File: src/rtl/cslip_pkg.sv
package cslip_pkg;

  typedef struct packed {
    logic up;
    logic dn;
    logic slip_up;
    logic slip_dn;
  } pfd_step_t;

  // Next tri-state detector state for one sampling cycle of edge pulses.
  function automatic pfd_step_t pfd_step(input logic up, input logic dn,
                                         input logic r, input logic f);
    pfd_step_t s;
    s.up      = up;
    s.dn      = dn;
    s.slip_up = 1'b0;
    s.slip_dn = 1'b0;
    if (r && !f) begin
      if (dn)      s.dn      = 1'b0;
      else if (up) s.slip_up = 1'b1;
      else         s.up      = 1'b1;
    end else if (f && !r) begin
      if (up)      s.up      = 1'b0;
      else if (dn) s.slip_dn = 1'b1;
      else         s.dn      = 1'b1;
    end
    return s;
  endfunction

endpackage

File: src/rtl/cslip_edge_sync.sv
module cslip_edge_sync #(
  parameter int STAGES = 2
) (
  input  logic clk,
  input  logic rst_n,
  input  logic async_in,
  output logic rise
);
  localparam int DEPTH = STAGES + 1;

  logic [DEPTH-1:0] shift_q;

  always_ff @(posedge clk) begin
    if (!rst_n) shift_q <= '0;
    else        shift_q <= {shift_q[DEPTH-2:0], async_in};
  end

  assign rise = shift_q[DEPTH-2] & ~shift_q[DEPTH-1];

  AST_RISE_ONE_CYCLE: assert property (@(posedge clk) disable iff (!rst_n)
    rise |=> !rise);

endmodule

File: src/rtl/cslip_pfd_core.sv
module cslip_pfd_core
  import cslip_pkg::*;
(
  input  logic clk,
  input  logic rst_n,
  input  logic ref_rise,
  input  logic fb_rise,
  output logic up,
  output logic dn,
  output logic update,
  output logic sign,
  output logic slip_evt
);
  pfd_step_t nx;
  logic up_q, dn_q, upd_q, sign_q;

  always_comb nx = pfd_step(up_q, dn_q, ref_rise, fb_rise);

  assign slip_evt = nx.slip_up | nx.slip_dn;

  always_ff @(posedge clk) begin
    if (!rst_n) begin
      up_q   <= 1'b0;
      dn_q   <= 1'b0;
      upd_q  <= 1'b0;
      sign_q <= 1'b0;
    end else begin
      up_q  <= nx.up;
      dn_q  <= nx.dn;
      upd_q <= slip_evt;
      if (slip_evt) sign_q <= dn_q; // down state sampled at the slip
    end
  end

  assign up     = up_q;
  assign dn     = dn_q;
  assign update = upd_q;
  assign sign   = sign_q;

  AST_NOT_BOTH: assert property (@(posedge clk) disable iff (!rst_n)
    !(up_q && dn_q));
  AST_UP_SLIP_SIGN: assert property (@(posedge clk) disable iff (!rst_n)
    (ref_rise && !fb_rise && up_q) |=> (upd_q && !sign_q && up_q));
  AST_DN_SLIP_SIGN: assert property (@(posedge clk) disable iff (!rst_n)
    (fb_rise && !ref_rise && dn_q) |=> (upd_q && sign_q && dn_q));
  AST_COINCIDENT_HOLD: assert property (@(posedge clk) disable iff (!rst_n)
    (ref_rise && fb_rise) |=> ($stable(up_q) && $stable(dn_q) && !upd_q));
  AST_SIGN_HOLD: assert property (@(posedge clk) disable iff (!rst_n)
    !upd_q |-> $stable(sign_q));

endmodule

File: src/rtl/cslip_lock_timer.sv
module cslip_lock_timer #(
  parameter int CNT_W = 16
) (
  input  logic             clk,
  input  logic             rst_n,
  input  logic             ref_rise,
  input  logic             slip,
  input  logic [CNT_W-1:0] lock_cycles,
  output logic             locked
);
  localparam logic [CNT_W-1:0] CNT_MAX = '1;

  function automatic logic [CNT_W-1:0] sat_inc(input logic [CNT_W-1:0] v);
    return (v == CNT_MAX) ? v : v + {{(CNT_W-1){1'b0}}, 1'b1};
  endfunction

  logic [CNT_W-1:0] cnt_q, cnt_inc;
  logic             locked_q;

  assign cnt_inc = sat_inc(cnt_q);

  always_ff @(posedge clk) begin
    if (!rst_n) begin
      cnt_q    <= '0;
      locked_q <= 1'b0;
    end else if (slip) begin
      cnt_q    <= '0;
      locked_q <= 1'b0;
    end else if (ref_rise) begin
      cnt_q <= cnt_inc;
      if (cnt_inc >= lock_cycles) locked_q <= 1'b1;
    end
  end

  assign locked = locked_q;

  AST_LOCK_DROP: assert property (@(posedge clk) disable iff (!rst_n)
    slip |=> !locked_q);
  AST_CNT_NO_WRAP: assert property (@(posedge clk) disable iff (!rst_n)
    (cnt_q == CNT_MAX && !slip) |=> (cnt_q == CNT_MAX));

endmodule

File: src/rtl/cslip_detector.sv
module cslip_detector #(
  parameter int SYNC_STAGES = 2,
  parameter int CNT_W       = 16
) (
  input  logic             clk,
  input  logic             rst_n,
  input  logic             ref_clk_in,
  input  logic             fb_clk_in,
  input  logic [CNT_W-1:0] lock_cycles,
  output logic             pfd_up,
  output logic             pfd_dn,
  output logic             update,
  output logic             sign,
  output logic             locked
);
  localparam int N_IN = 2;

  logic [N_IN-1:0] clk_lvl;
  logic [N_IN-1:0] rise_vec;
  logic            slip_evt;

  assign clk_lvl = {fb_clk_in, ref_clk_in};

  for (genvar i = 0; i < N_IN; i++) begin : g_sync
    cslip_edge_sync #(.STAGES(SYNC_STAGES)) u_sync (
      .clk      (clk),
      .rst_n    (rst_n),
      .async_in (clk_lvl[i]),
      .rise     (rise_vec[i])
    );
  end

  cslip_pfd_core u_core (
    .clk      (clk),
    .rst_n    (rst_n),
    .ref_rise (rise_vec[0]),
    .fb_rise  (rise_vec[1]),
    .up       (pfd_up),
    .dn       (pfd_dn),
    .update   (update),
    .sign     (sign),
    .slip_evt (slip_evt)
  );

  cslip_lock_timer #(.CNT_W(CNT_W)) u_lock (
    .clk         (clk),
    .rst_n       (rst_n),
    .ref_rise    (rise_vec[0]),
    .slip        (slip_evt),
    .lock_cycles (lock_cycles),
    .locked      (locked)
  );

  AST_UPDATE_UNLOCKS: assert property (@(posedge clk) disable iff (!rst_n)
    update |-> !locked);
  AST_DETECT_AFTER_LOCK: assert property (@(posedge clk) disable iff (!rst_n)
    (locked && slip_evt) |=> update);
  AST_RESET_QUIET: assert property (@(posedge clk)
    !rst_n |=> (!update && !pfd_up && !pfd_dn && !locked));

endmodule

File: config.mk
export PLATFORM = sky130hd
export DESIGN_NAME = cslip_detector
export DESIGN_NICKNAME = d
export VERILOG_FILES = /design/src/rtl/cslip_pkg.sv /design/src/rtl/cslip_edge_sync.sv /design/src/rtl/cslip_pfd_core.sv /design/src/rtl/cslip_lock_timer.sv /design/src/rtl/cslip_detector.sv
export SDC_FILE = /design/constraint.sdc
export NUM_CORES = 1
export LEC_CHECK = 0
export CORE_MARGIN = 4
export CORE_UTILIZATION = 40
export CTS_CLUSTER_SIZE = 28
export DETAILED_ROUTE_END_ITERATION = 16
export DONT_BUFFER_PORTS = 1
export SYNTH_ARGS = -nofsm -noshare
export SYNTH_HDL_FRONTEND = slang
export SYNTH_SLANG_ARGS = --single-unit
File: constraint.sdc
create_clock -name clk -period 6.8 [get_ports clk]
set_input_delay 0.34 -clock clk [delete_from_list [all_inputs] [get_ports clk]]
set_output_delay 0.34 -clock clk [all_outputs]
set_load 0.05 [all_outputs]
==> results list <==
- In this run, synthesis inferred 0 flip-flops with an integrated enable.
- In this run, post-CTS hold repair placed 0 buffers.
- After the first detailed-routing iteration, the DRC count stood at between 80 and 90.
- After synthesis, the most frequently instantiated cells are 27 x sky130_fd_sc_hd__dfxtp_1, 19 x sky130_fd_sc_hd__nand4_1, 18 x sky130_fd_sc_hd__a21oi_1.
- The floorplan step defined a core boundary enclosing slightly below 5000 um2.
- Final global-route overflow total: 0
* Post-CTS sizing: 0
- Die area: approximately 6400 um2
- Worst endpoint required time: roughly 7000 ps
- Clock-pin slew reported for the worst setup and hold paths after clock tree synthesis: about 100 ps
* RSZ-0062 raised after global routing: false
- Maximum vdd ir drop: about 72 uV
* Portion of the post-synthesis area used by sequential elements: 0.2621
* Final setup violation count: 0
- Max Slew Vio Count: 0
- The number of hold violations in the final report was 0.
- The pre-antenna-repair detailed-routing pass consisted of 4 iterations.
- For this configuration, the core starts out at a cell density of 0.4253.
- Synthesis produced between 200 and 250 cells.
* Setup Crit Path Kind: reg2reg
* Mean routed wirelength per cell: around 14 um
- Slew @ Worst Pin: about 1000 ps
- For this run, the number of Yosys warnings is 0.
- Net count after synthesis: around 290
* Area of the multi-input gates: about 1400 um2
* Lkg Pwr: 0.8545 nW
- Setup_tns: 0 ps
* CTS buffer count: 3
* Largest buffer count on any clock path: 2
- H-Tree Level Count: 1
* Maximum clock rate: between 200 and 300 MHz
- Antenna diode instance count: 0
* Number of nets with antenna violations after detailed routing: 0
* Number of global-route vias before repair: between 1000 and 1500
- Fraction of layout cells with a size suffix above 1: 0.04701
- Reported max-cap violation count: 0
- The layout has a little over 500 filler cells.
- Global placement routability congestion: between 0.8 and 0.9
- Final Net Count: 272
- In the post-route analysis, the smallest setup slack over all paths is around 3400 ps.
- Buffers placed on the I/O ports in this run total 0.
- Top Ports: 25
- STA classifies the critical path endpoint as a register.
* Flip-flop and latch count after synthesis: 27
* Minimum period implied by the final worst setup slack: 3384 ps
- Detailed placement ended at an HPWL of 3.241 mm.
- Layout overhead on the synthesized area: 2.549%
* Placed instance count: slightly below 300
- Clk Latency, worst-skew pair: ~290 ps
- The floorplan has 25 rows.
- The flow ran to the end, and the final reports show no timing, DRC or antenna violations.
- Sinks on Clock Net: 27
- Each instance of the synthesized netlist takes up on average 8.314 um2.
* Root buffer cell: sky130_fd_sc_hd__clkbuf_8
- Portion of synthesized cell area occupied by the leading cell type: 0.2621
* Total routed wirelength: ~4.3 mm
- For this run, asynchronously set or reset flops after synthesis account for 0.
- Maximum number of pins on one net before global-route repair: 35
* Largest fanout of any net on the critical path: 15
- Number of post-CTS setup repair buffers: 0
- Relative max-transition margin: 0.2996
- Dividing the final minimum period by the clock period gives 0.4976.
- After synthesis, the netlist uses 46 different library cells.
- The routed layout has between 1500 and 2000 vias.
- Summing every instance area after synthesis gives 2062 um2.
* Pre-CTS setup slack: approximately 3500 ps
- Type of origin of the critical path: register
- The floorplan step set the die width to 79.80 um.
* PnR Total Power: around 0.28 mW
- Cell taking the most area after synthesis: sky130_fd_sc_hd__dfxtp_1
- At the worst endpoint, the arrival time is 3610 ps.
- Most instantiated library cell after synthesis: sky130_fd_sc_hd__dfxtp_1
- Skew final: about 5.3 ps
- Via-per-instance ratio: approximately 5.8
- The initial antenna violation count was 0.
- For this run, the total global-route usage over all layers was measured as 0.1419.
- Summing all flip-flop and latch instances after layout gives about 540 um2.
* Leading cell types by total area after synthesis: sky130_fd_sc_hd__dfxtp_1 26%, sky130_fd_sc_hd__ha_1 10%, sky130_fd_sc_hd__nand4_1 5.8%
- CTS tree: yes
- First-pass GRT wire length: ~7.1 mm
- Non-filler instance count after layout: 301
- Dominant synthesized flop cell: sky130_fd_sc_hd__dfxtp_1
* Height of the chip: between 70 and 80 um
* PD cells: 134.3 nW/um2
* DRC violation count after routing: 0
- Worst min-delay path class: in2reg
## worst paths after layout
check	endpoint	start	cells past startpoint	slack, ps
worst min-delay path	g_sync[1].u_sync.shift_q[1]$_SDFF_PN0_	rst_n	1	170
worst max-delay path	u_lock.locked$_SDFFE_PP0P_	u_lock.cnt_q[0]$_SDFFE_PP0P_	11	3420
worst max register to register	u_lock.locked$_SDFFE_PP0P_	u_lock.cnt_q[0]$_SDFFE_PP0P_	11	3420
worst min register to register	g_sync[1].u_sync.shift_q[1]$_SDFF_PN0_	g_sync[1].u_sync.shift_q[0]$_SDFF_PN0_	1	440
## cell usage in the layout, fill, tap and decap left out, drive strengths merged, types with 2 or more instances in the layout
master and n:
a21oi 18, nor4 3, nand2b 4, nor3 3
nor2b 4, nand2 14, inv 18, and2 7
xnor2 2, and3 2, dfxtp 27, mux2i 11
nand4b 12, xor2 9, a31oi 5, nand3 10
a211oi 13, a2111oi 2, a21boi 4, o21ai 6
clkbuf 3, nor2 3, ha 17, or3 3
or4 3, nand4 20
## final cells by class
| class | instances | area share |
|---|---|---|
| inverter | 17 | 0.03018 |
| sequential | 27 | 0.2556 |
| multi-input combinational | 185 | 0.6473 |
| clock buffer | 3 | 0.01953 |
| tap | 67 | 0.03964 |
| clock inverter | 1 | 0.004142 |
| timing repair buffer | 1 | 0.003550 |
## layer usage
layer	up-vias	global-route usage	share of wire
met1	800	0.1994	0.52
met4	0	0.04561	0.012
met3	5	0.02935	0.034
li1	901	-	-
met5	-	0	0
met2	29	0.2162	0.43
## flip-flops by register name, summed over array words and instances, names as in the netlist
name                   flops
u_lock.cnt_q              16
g_sync.u_sync.shift_q      6
u_core.dn                  1
u_core.sign                1
u_core.up                  1
u_core.update              1
u_lock.locked              1
## cell families (layout without fill, tap and decap cells)
kind of cell               Yosys count  count (layout)  synth area share
and+or+nand+nor                     92              92            0.2882
AOI/OAI and AO/OA                   53              53            0.1669
buffers and inverters               36              22           0.07403
DFF                                 27              27            0.2621
adders and majority gates           17              17            0.1032
muxes                               12              12           0.05886
xor gates and xnor gates            11              11           0.04673
## report_power, final
part,switching (mW),internal [mW]
registers,0.00449,0.161
logic,0.0105,0.00867
clock network,0.0566,0.0432
total,0.0715,0.212
## worst max-delay path, cell delays in order (launching register included)
cell and delay (ps):
sky130_fd_sc_hd__dfxtp_1 440, sky130_fd_sc_hd__ha_1 300, sky130_fd_sc_hd__nand2_1 150, sky130_fd_sc_hd__nor4_4 700
sky130_fd_sc_hd__buf_4 310, sky130_fd_sc_hd__a211oi_1 90, sky130_fd_sc_hd__a21oi_1 170, sky130_fd_sc_hd__ha_1 160
sky130_fd_sc_hd__nand4_1 110, sky130_fd_sc_hd__or3_1 340, sky130_fd_sc_hd__or4_1 390, sky130_fd_sc_hd__a31oi_1 160
## per-stage QoR
step,hold slack [ps],area (um2),utilization
6_report,168.0,2115,0.4361
2_1_floorplan,411.9,2062,-
3_3_place_gp,413.8,2064,0.4258
4_1_cts,160.4,2115,0.4361
3_5_place_dp,421.2,2064,0.4258
5_1_grt,154.1,2115,0.4361
(Power assumes the default switching activity.)
